--- src/rtl/irqsk_pkg.sv ---
package irqsk_pkg;
    localparam int DATA_W  = 4;
    localparam int INSTR_W = 10;
    localparam int N_CTL   = 7;
    localparam int SEL_W   = $clog2(N_CTL);
    localparam int CNT_W   = 2;
    localparam int POL_BIT = 2;

    // Register slot indices.
    localparam int IDX_ICA = 0;
    localparam int IDX_ICB = 1;
    localparam int IDX_POL = 2;
    localparam int IDX_TCA = 3;
    localparam int IDX_TCB = 4;
    localparam int IDX_TCC = 5;
    localparam int IDX_CNT = 6;

    localparam logic [INSTR_W-1:0] OPC_IRQ_OFF = 10'h004;
    localparam logic [INSTR_W-1:0] OPC_IRQ_ON  = 10'h005;
    localparam logic [INSTR_W-1:0] OPC_TST_REQ = 10'h038;
    localparam logic [INSTR_W-1:0] OPC_TST_PIN = 10'h03A;

    typedef enum logic [2:0] {
        OP_NONE, OP_IRQ_OFF, OP_IRQ_ON, OP_TST_REQ, OP_TST_PIN, OP_RD, OP_WR
    } op_e;

    typedef struct packed {
        op_e              op;
        logic [SEL_W-1:0] sel;
    } dec_t;

    // Read opcode of register slot i.
    function automatic logic [INSTR_W-1:0] rd_opc(input int i);
        case (i)
            IDX_ICA: return 10'h054;
            IDX_ICB: return 10'h055;
            IDX_POL: return 10'h253;
            IDX_TCA: return 10'h24B;
            IDX_TCB: return 10'h24C;
            IDX_TCC: return 10'h24D;
            default: return 10'h24F;
        endcase
    endfunction

    // Write opcode of register slot i.
    function automatic logic [INSTR_W-1:0] wr_opc(input int i);
        case (i)
            IDX_ICA: return 10'h03F;
            IDX_ICB: return 10'h03E;
            IDX_POL: return 10'h217;
            IDX_TCA: return 10'h20E;
            IDX_TCB: return 10'h20F;
            IDX_TCC: return 10'h210;
            default: return 10'h212;
        endcase
    endfunction
endpackage

--- src/rtl/irqsk_decode.sv ---
// Instruction decoder.
// Maps an executing instruction word to an operation and a register slot.
// Assumes: at most one opcode matches any word. Words outside the group,
// and cycles without exec_valid, decode to OP_NONE.
module irqsk_decode
    import irqsk_pkg::*;
(
    input  logic               exec_valid,
    input  logic [INSTR_W-1:0] instr,
    output dec_t               dec
);
    // Purpose: compare the word against the fixed opcodes and the per-slot opcodes.
    always_comb begin
        dec.op  = OP_NONE;
        dec.sel = '0;
        if (exec_valid) begin
            unique case (instr)
                OPC_IRQ_OFF: dec.op = OP_IRQ_OFF;
                OPC_IRQ_ON:  dec.op = OP_IRQ_ON;
                OPC_TST_REQ: dec.op = OP_TST_REQ;
                OPC_TST_PIN: dec.op = OP_TST_PIN;
                default: begin
                    for (int i = 0; i < N_CTL; i++) begin
                        if (instr == rd_opc(i)) begin
                            dec.op  = OP_RD;
                            dec.sel = SEL_W'(i);
                        end
                        if (instr == wr_opc(i)) begin
                            dec.op  = OP_WR;
                            dec.sel = SEL_W'(i);
                        end
                    end
                end
            endcase
        end
    end
endmodule

--- src/rtl/irqsk_regs.sv ---
// Control register file.
// Holds N_CTL slots. The count-store slot keeps only CNT_W bits; every
// other slot keeps DATA_W bits. Reads are zero-extended to DATA_W.
// Assumes: the caller gates wr_en with a decoded write.
module irqsk_regs
    import irqsk_pkg::*;
(
    input  logic                          clk,
    input  logic                          rst_n,
    input  logic                          wr_en,
    input  logic [SEL_W-1:0]              wr_sel,
    input  logic [DATA_W-1:0]             wr_data,
    output logic [N_CTL-1:0][DATA_W-1:0]  regs_q
);
    for (genvar i = 0; i < N_CTL; i++) begin : g_slot
        localparam int W = (i == IDX_CNT) ? CNT_W : DATA_W;
        logic [W-1:0] q;

        // Purpose: clear the slot on reset, or load the low W bits when it is selected.
        always_ff @(posedge clk) begin
            if (!rst_n)                                q <= '0;
            else if (wr_en && wr_sel == SEL_W'(i))     q <= wr_data[W-1:0];
        end

        if (W < DATA_W) begin : g_narrow
            assign regs_q[i] = {{(DATA_W-W){1'b0}}, q};
        end else begin : g_full
            assign regs_q[i] = q;
        end
    end
endmodule

--- src/rtl/irqsk_flags.sv ---
// Flag and skip logic.
// Holds the interrupt enable flag and the external-request flag, and forms
// the combinational skip pulse.
// Assumes: at most one of the op strobes is high in any cycle.
module irqsk_flags (
    input  logic clk,
    input  logic rst_n,
    input  logic do_off,
    input  logic do_on,
    input  logic do_tst_req,
    input  logic do_tst_pin,
    input  logic ext_set,
    input  logic pin,
    input  logic pol,
    output logic skip,
    output logic en_q,
    output logic req_q
);
    // Purpose: update the enable flag from the on and off ops.
    always_ff @(posedge clk) begin
        if (!rst_n)      en_q <= 1'b0;
        else if (do_on)  en_q <= 1'b1;
        else if (do_off) en_q <= 1'b0;
    end

    // Purpose: set the request flag from the strobe, and clear it on a test;
    // the set takes priority.
    always_ff @(posedge clk) begin
        if (!rst_n)          req_q <= 1'b0;
        else if (ext_set)    req_q <= 1'b1;
        else if (do_tst_req) req_q <= 1'b0;
    end

    // Purpose: raise skip on a set flag, or on a pin level matching the polarity.
    always_comb begin
        skip = (do_tst_req && req_q) || (do_tst_pin && (pin == pol));
    end
endmodule

--- src/rtl/irq_skip_unit.sv ---
// Interrupt control and skip unit (top level).
// Decodes the interrupt-control instruction group and holds the flags and
// control registers.
// Assumes: exec_valid marks the single execution cycle of instr.
module irq_skip_unit
    import irqsk_pkg::*;
(
    input  logic               clk,
    input  logic               rst_n,
    input  logic               exec_valid,
    input  logic [INSTR_W-1:0] instr,
    input  logic [DATA_W-1:0]  acc_in,
    input  logic               int_pin,
    input  logic               ext_req_set,
    output logic               skip_req,
    output logic [DATA_W-1:0]  rd_data,
    output logic               irq_enable,
    output logic               ext_req_flag
);
    dec_t                         dec;
    logic [N_CTL-1:0][DATA_W-1:0] regs_q;

    irqsk_decode u_dec (
        .exec_valid (exec_valid),
        .instr      (instr),
        .dec        (dec)
    );

    irqsk_regs u_regs (
        .clk     (clk),
        .rst_n   (rst_n),
        .wr_en   (dec.op == OP_WR),
        .wr_sel  (dec.sel),
        .wr_data (acc_in),
        .regs_q  (regs_q)
    );

    irqsk_flags u_flags (
        .clk        (clk),
        .rst_n      (rst_n),
        .do_off     (dec.op == OP_IRQ_OFF),
        .do_on      (dec.op == OP_IRQ_ON),
        .do_tst_req (dec.op == OP_TST_REQ),
        .do_tst_pin (dec.op == OP_TST_PIN),
        .ext_set    (ext_req_set),
        .pin        (int_pin),
        .pol        (regs_q[IDX_POL][POL_BIT]),
        .skip       (skip_req),
        .en_q       (irq_enable),
        .req_q      (ext_req_flag)
    );

    // Purpose: drive the selected register on a read, and zero otherwise.
    always_comb begin
        rd_data = '0;
        if (dec.op == OP_RD) rd_data = regs_q[dec.sel];
    end
endmodule

--- config.mk ---
export PLATFORM = sky130hd
export DESIGN_NAME = irq_skip_unit
export DESIGN_NICKNAME = d
export VERILOG_FILES = /design/src/rtl/irqsk_pkg.sv /design/src/rtl/irqsk_decode.sv /design/src/rtl/irqsk_regs.sv /design/src/rtl/irqsk_flags.sv /design/src/rtl/irq_skip_unit.sv
export SDC_FILE = /design/constraint.sdc
export NUM_CORES = 1
export LEC_CHECK = 0
export CAP_MARGIN = 10
export CORE_UTILIZATION = 45
export DETAILED_ROUTE_END_ITERATION = 12
export MAX_ROUTING_LAYER = met4
export PLACE_DENSITY = 0.68
export SLEW_MARGIN = 20
export SYNTH_ARGS = -nofsm -noshare
export SYNTH_HDL_FRONTEND = slang
export SYNTH_SLANG_ARGS = --single-unit
--- constraint.sdc ---
create_clock -name clk -period 2.61 [get_ports clk]
set_clock_uncertainty 0.2 [all_clocks]
set_input_delay 0.261 -clock clk [delete_from_list [all_inputs] [get_ports clk]]
set_output_delay 0.261 -clock clk [all_outputs]
set_load 0.005 [all_outputs]
==> impl_metrics.ini <==
[logic_synthesis]
ys_top_cells_by_area = dfxtp_1 (26%), mux2i_1 (13%), nor2b_1 (8.1%)
postSynth.topFlopCell = dfxtp_1
proportion_of_synthesized_flip_flops_having_asynchronous_set_or_reset = 0
ys_seq_elements = 28
synth-edff-count = 0
ys_seq_area_frac = 0.260
yosys-top-cells-count = dfxtp_1 (28), nor2b_1 (28), mux2i_1 (27)
synth.top_cell.area_share = 0.260
syn-cell-area_mm2 = 0.00216
synthesis.nets = 257
netlist_instances = 238
yosysWarningCount = 0
syn_area_per_cell_um2 = 9.07
synthDominantAreaCellType = dfxtp_1
yosysUniqueCellTypes = 68

[floorplan]
fp-row-count = 24
design.die.area_mm2 = 0.00508
floorplan.initialDensity = 0.482
die_x_um = 71.3
ios = 26
dieHeight_um = 71.3
placeableCoreArea_mm2 = 0.00447

[pwr]
vdd.ir_drop.worst_uv = 237
leakage_power_of_the_design_nw = 1.41
power_density_mw_per_mm2 = 261
overall_power_consumption_w = 0.000997

[setup_path]
critPathLaunchType = input port
critical_path.slowest_cell = or3_4
worst_setup_path_startpoint = instr[4]
worstSetupEndpointType = output port
path_cells = buf_2 > buf_6 > buf_4 > and3b_1 > o2111ai_1 > nand3_1 > or3_4 > nand3_2 > buf_4 > nor2_1 > a221o_1 > buf_2
timing.critical_path.fanout_max = 5
setup.worst_path.class = input port to output port
cp.arrival_ns = 2.46
slowest_delay_ns = 0.42
critical_path_required_ns = 2.15
r2r-start = u_flags.en_q$_SDFFE_PN0P_
critical-path-top-delay-family = simple AND/OR/NAND/NOR gates
path_buf_inv = 5

[global_routing]
number_of_global_route_vias_before_repair = 2501
grt_usage = 0.334
initial_antenna_violation_count = 0
grt_pass1_wl_um = 12600
grt_remaining_overflow = 0
grt_max_degree = 29

[route]
drc_errors = 1
drtAntennaViolNets = 0
via_per_inst = 6.49
drt_iter0_markers = 291
num_vias = 2700
firstDrtPassIters = 9
drt-total-wl_um = 9480
avgRoutedWirePerCell_um = 22.8

[clock_network]
clock_sink_count = 28
tritoncts = built
ctsHtreeMaxLevel = 1
clk_pin_slew_ns = 0.10
cts-buffers-inserted = 3
clock_insertion_delay_worst_skew_ns = 0.28
clk_path_buf_depth = 2
clockRootBuffer = clkbuf_8

[layout]
final_cell_count_no_fill = 416
post_route_cells_drive_above_1_share = 0.541
num-nets-final = 384
final_area_mm2 = 0.00381
syn_to_final_growth_pct = 76.8
fillCellCount = 231
antenna_cells_inserted = 0

[sta]
final-max-slew-violation-count = 0
rsz0062_at_grt = true
tns_ns = -3.10
timing.slew.headroom = 0.435
final.min_clock_period_ns = 2.92
final-hold-violation-count = 0
fmax_mhz = 342
finalSetupViolCount = 25
setup_ws_ns = -0.313
period_share = 1.12
tightestPinTransition_ns = 0.845

[placement]
numPlacedInstances = 389
place.gp.congestion = 0.968
detailed_place_hpwl_um = 5410
pre_cts_ws_ns = -1.35
place_area_mm2 = 0.00308
numPortBuffers = 25

[flow_run]
cap_violations = 0

[status]
run_status = complete, but fails checks
violated_checks = design-rule violations, negative setup slack

[min_path]
timing.hold.worst.class = register to register
min_from = u_regs.g_slot[3].q[1]$_SDFFE_PN0P_
==> flip-flops by register name, indices dropped and copies added (netlist names) <==
name / flops
u_flags.req_q: 1
u_regs.g_slot.q: 26
u_flags.en_q: 1
==> logic make-up after synthesis <==
logic type	count (synthesis)	share of synthesized area
DFF	28	0.260
xor gates and xnor gates	1	0.00406
AOI/OAI and AO/OA	54	0.210
muxes	29	0.136
and+or+nand+nor	113	0.365
buffers and inverters	13	0.0255
==> repair_timing <==
item	in CTS	in global routing
setup buffers	19	7
pin swaps	27	24
hold endpoints to repair	0	0
endpoints found under the setup margin	32	31
resized for setup	119	46
hold buffers	0	0
==> cells in the final DEF (no fill, tap or decap), types with 4 or more instances in the layout <==
cell type         n
nor3_4            4
nor4_4            4
o21a_1            4
nand3b_1          4
nor2_1            6
mux2i_1          27
nand2b_4          4
buf_6            25
nand2_1           8
nand4_1           4
buf_4            81
nor2b_1          28
inv_1             4
buf_2             8
nor2_4            5
clkdlybuf4s50_1  10
dfxtp_1          28
==> per-stage QoR <==
step	utilization	hold slack, ns
floorplan	-	0.185
global placement	0.688	0.291
detailed placement	0.688	0.305
CTS	0.798	0.332
global route	0.853	0.360
finish	0.853	0.334
==> power by group <==
part | switching [W] | internal, W | leakage [nW]
combinational | 0.000107 | 0.000114 | 1.15
sequential | 0.00000116 | 0.000428 | 0.226
clock | 0.000140 | 0.000206 | 0.0357
==> area by class of cell <==
cell class / instances / area [µm²] / share of cell area
Multi-Input combinational cell: 197 / 1980 / 0.520
Timing Repair Buffer: 131 / 1120 / 0.294
Clock inverter: 1 / 30.0 / 0.00787
Clock buffer: 3 / 41.3 / 0.0108
Sequential cell: 28 / 561 / 0.147
Tap cell: 52 / 65.1 / 0.0171
Inverter: 4 / 15.0 / 0.00394
==> worst min-delay path, stage by stage (launching register included) <==
cell	delay (ns)
dfxtp_1	0.33
mux2i_1	0.07
nor2b_1	0.10
==> per-layer routing <==
| layer | vias to the layer above | share of wire | global-route usage | wire, µm |
|---|---|---|---|---|
| li1 | 1175 | - | - | - |
| met1 | 1306 | 0.41 | 0.415 | 3890 |
| met2 | 166 | 0.46 | 0.559 | 4370 |
| met3 | 53 | 0.087 | 0.0675 | 822 |
| met4 | 0 | 0.043 | 0.0778 | 406 |
| met5 | - | 0 | - | 0 |
==> worst paths after layout <==
kind,cells past startpoint,end,slack (ns)
hold / removal,2,u_regs.g_slot[3].q[1]$_SDFFE_PN0P_,0.33
hold reg to reg,2,u_regs.g_slot[3].q[1]$_SDFFE_PN0P_,0.33
setup reg to reg,2,u_flags.en_q$_SDFFE_PN0P_,1.49
setup / recovery,12,rd_data[1],-0.31
(Power assumes the default switching activity.)
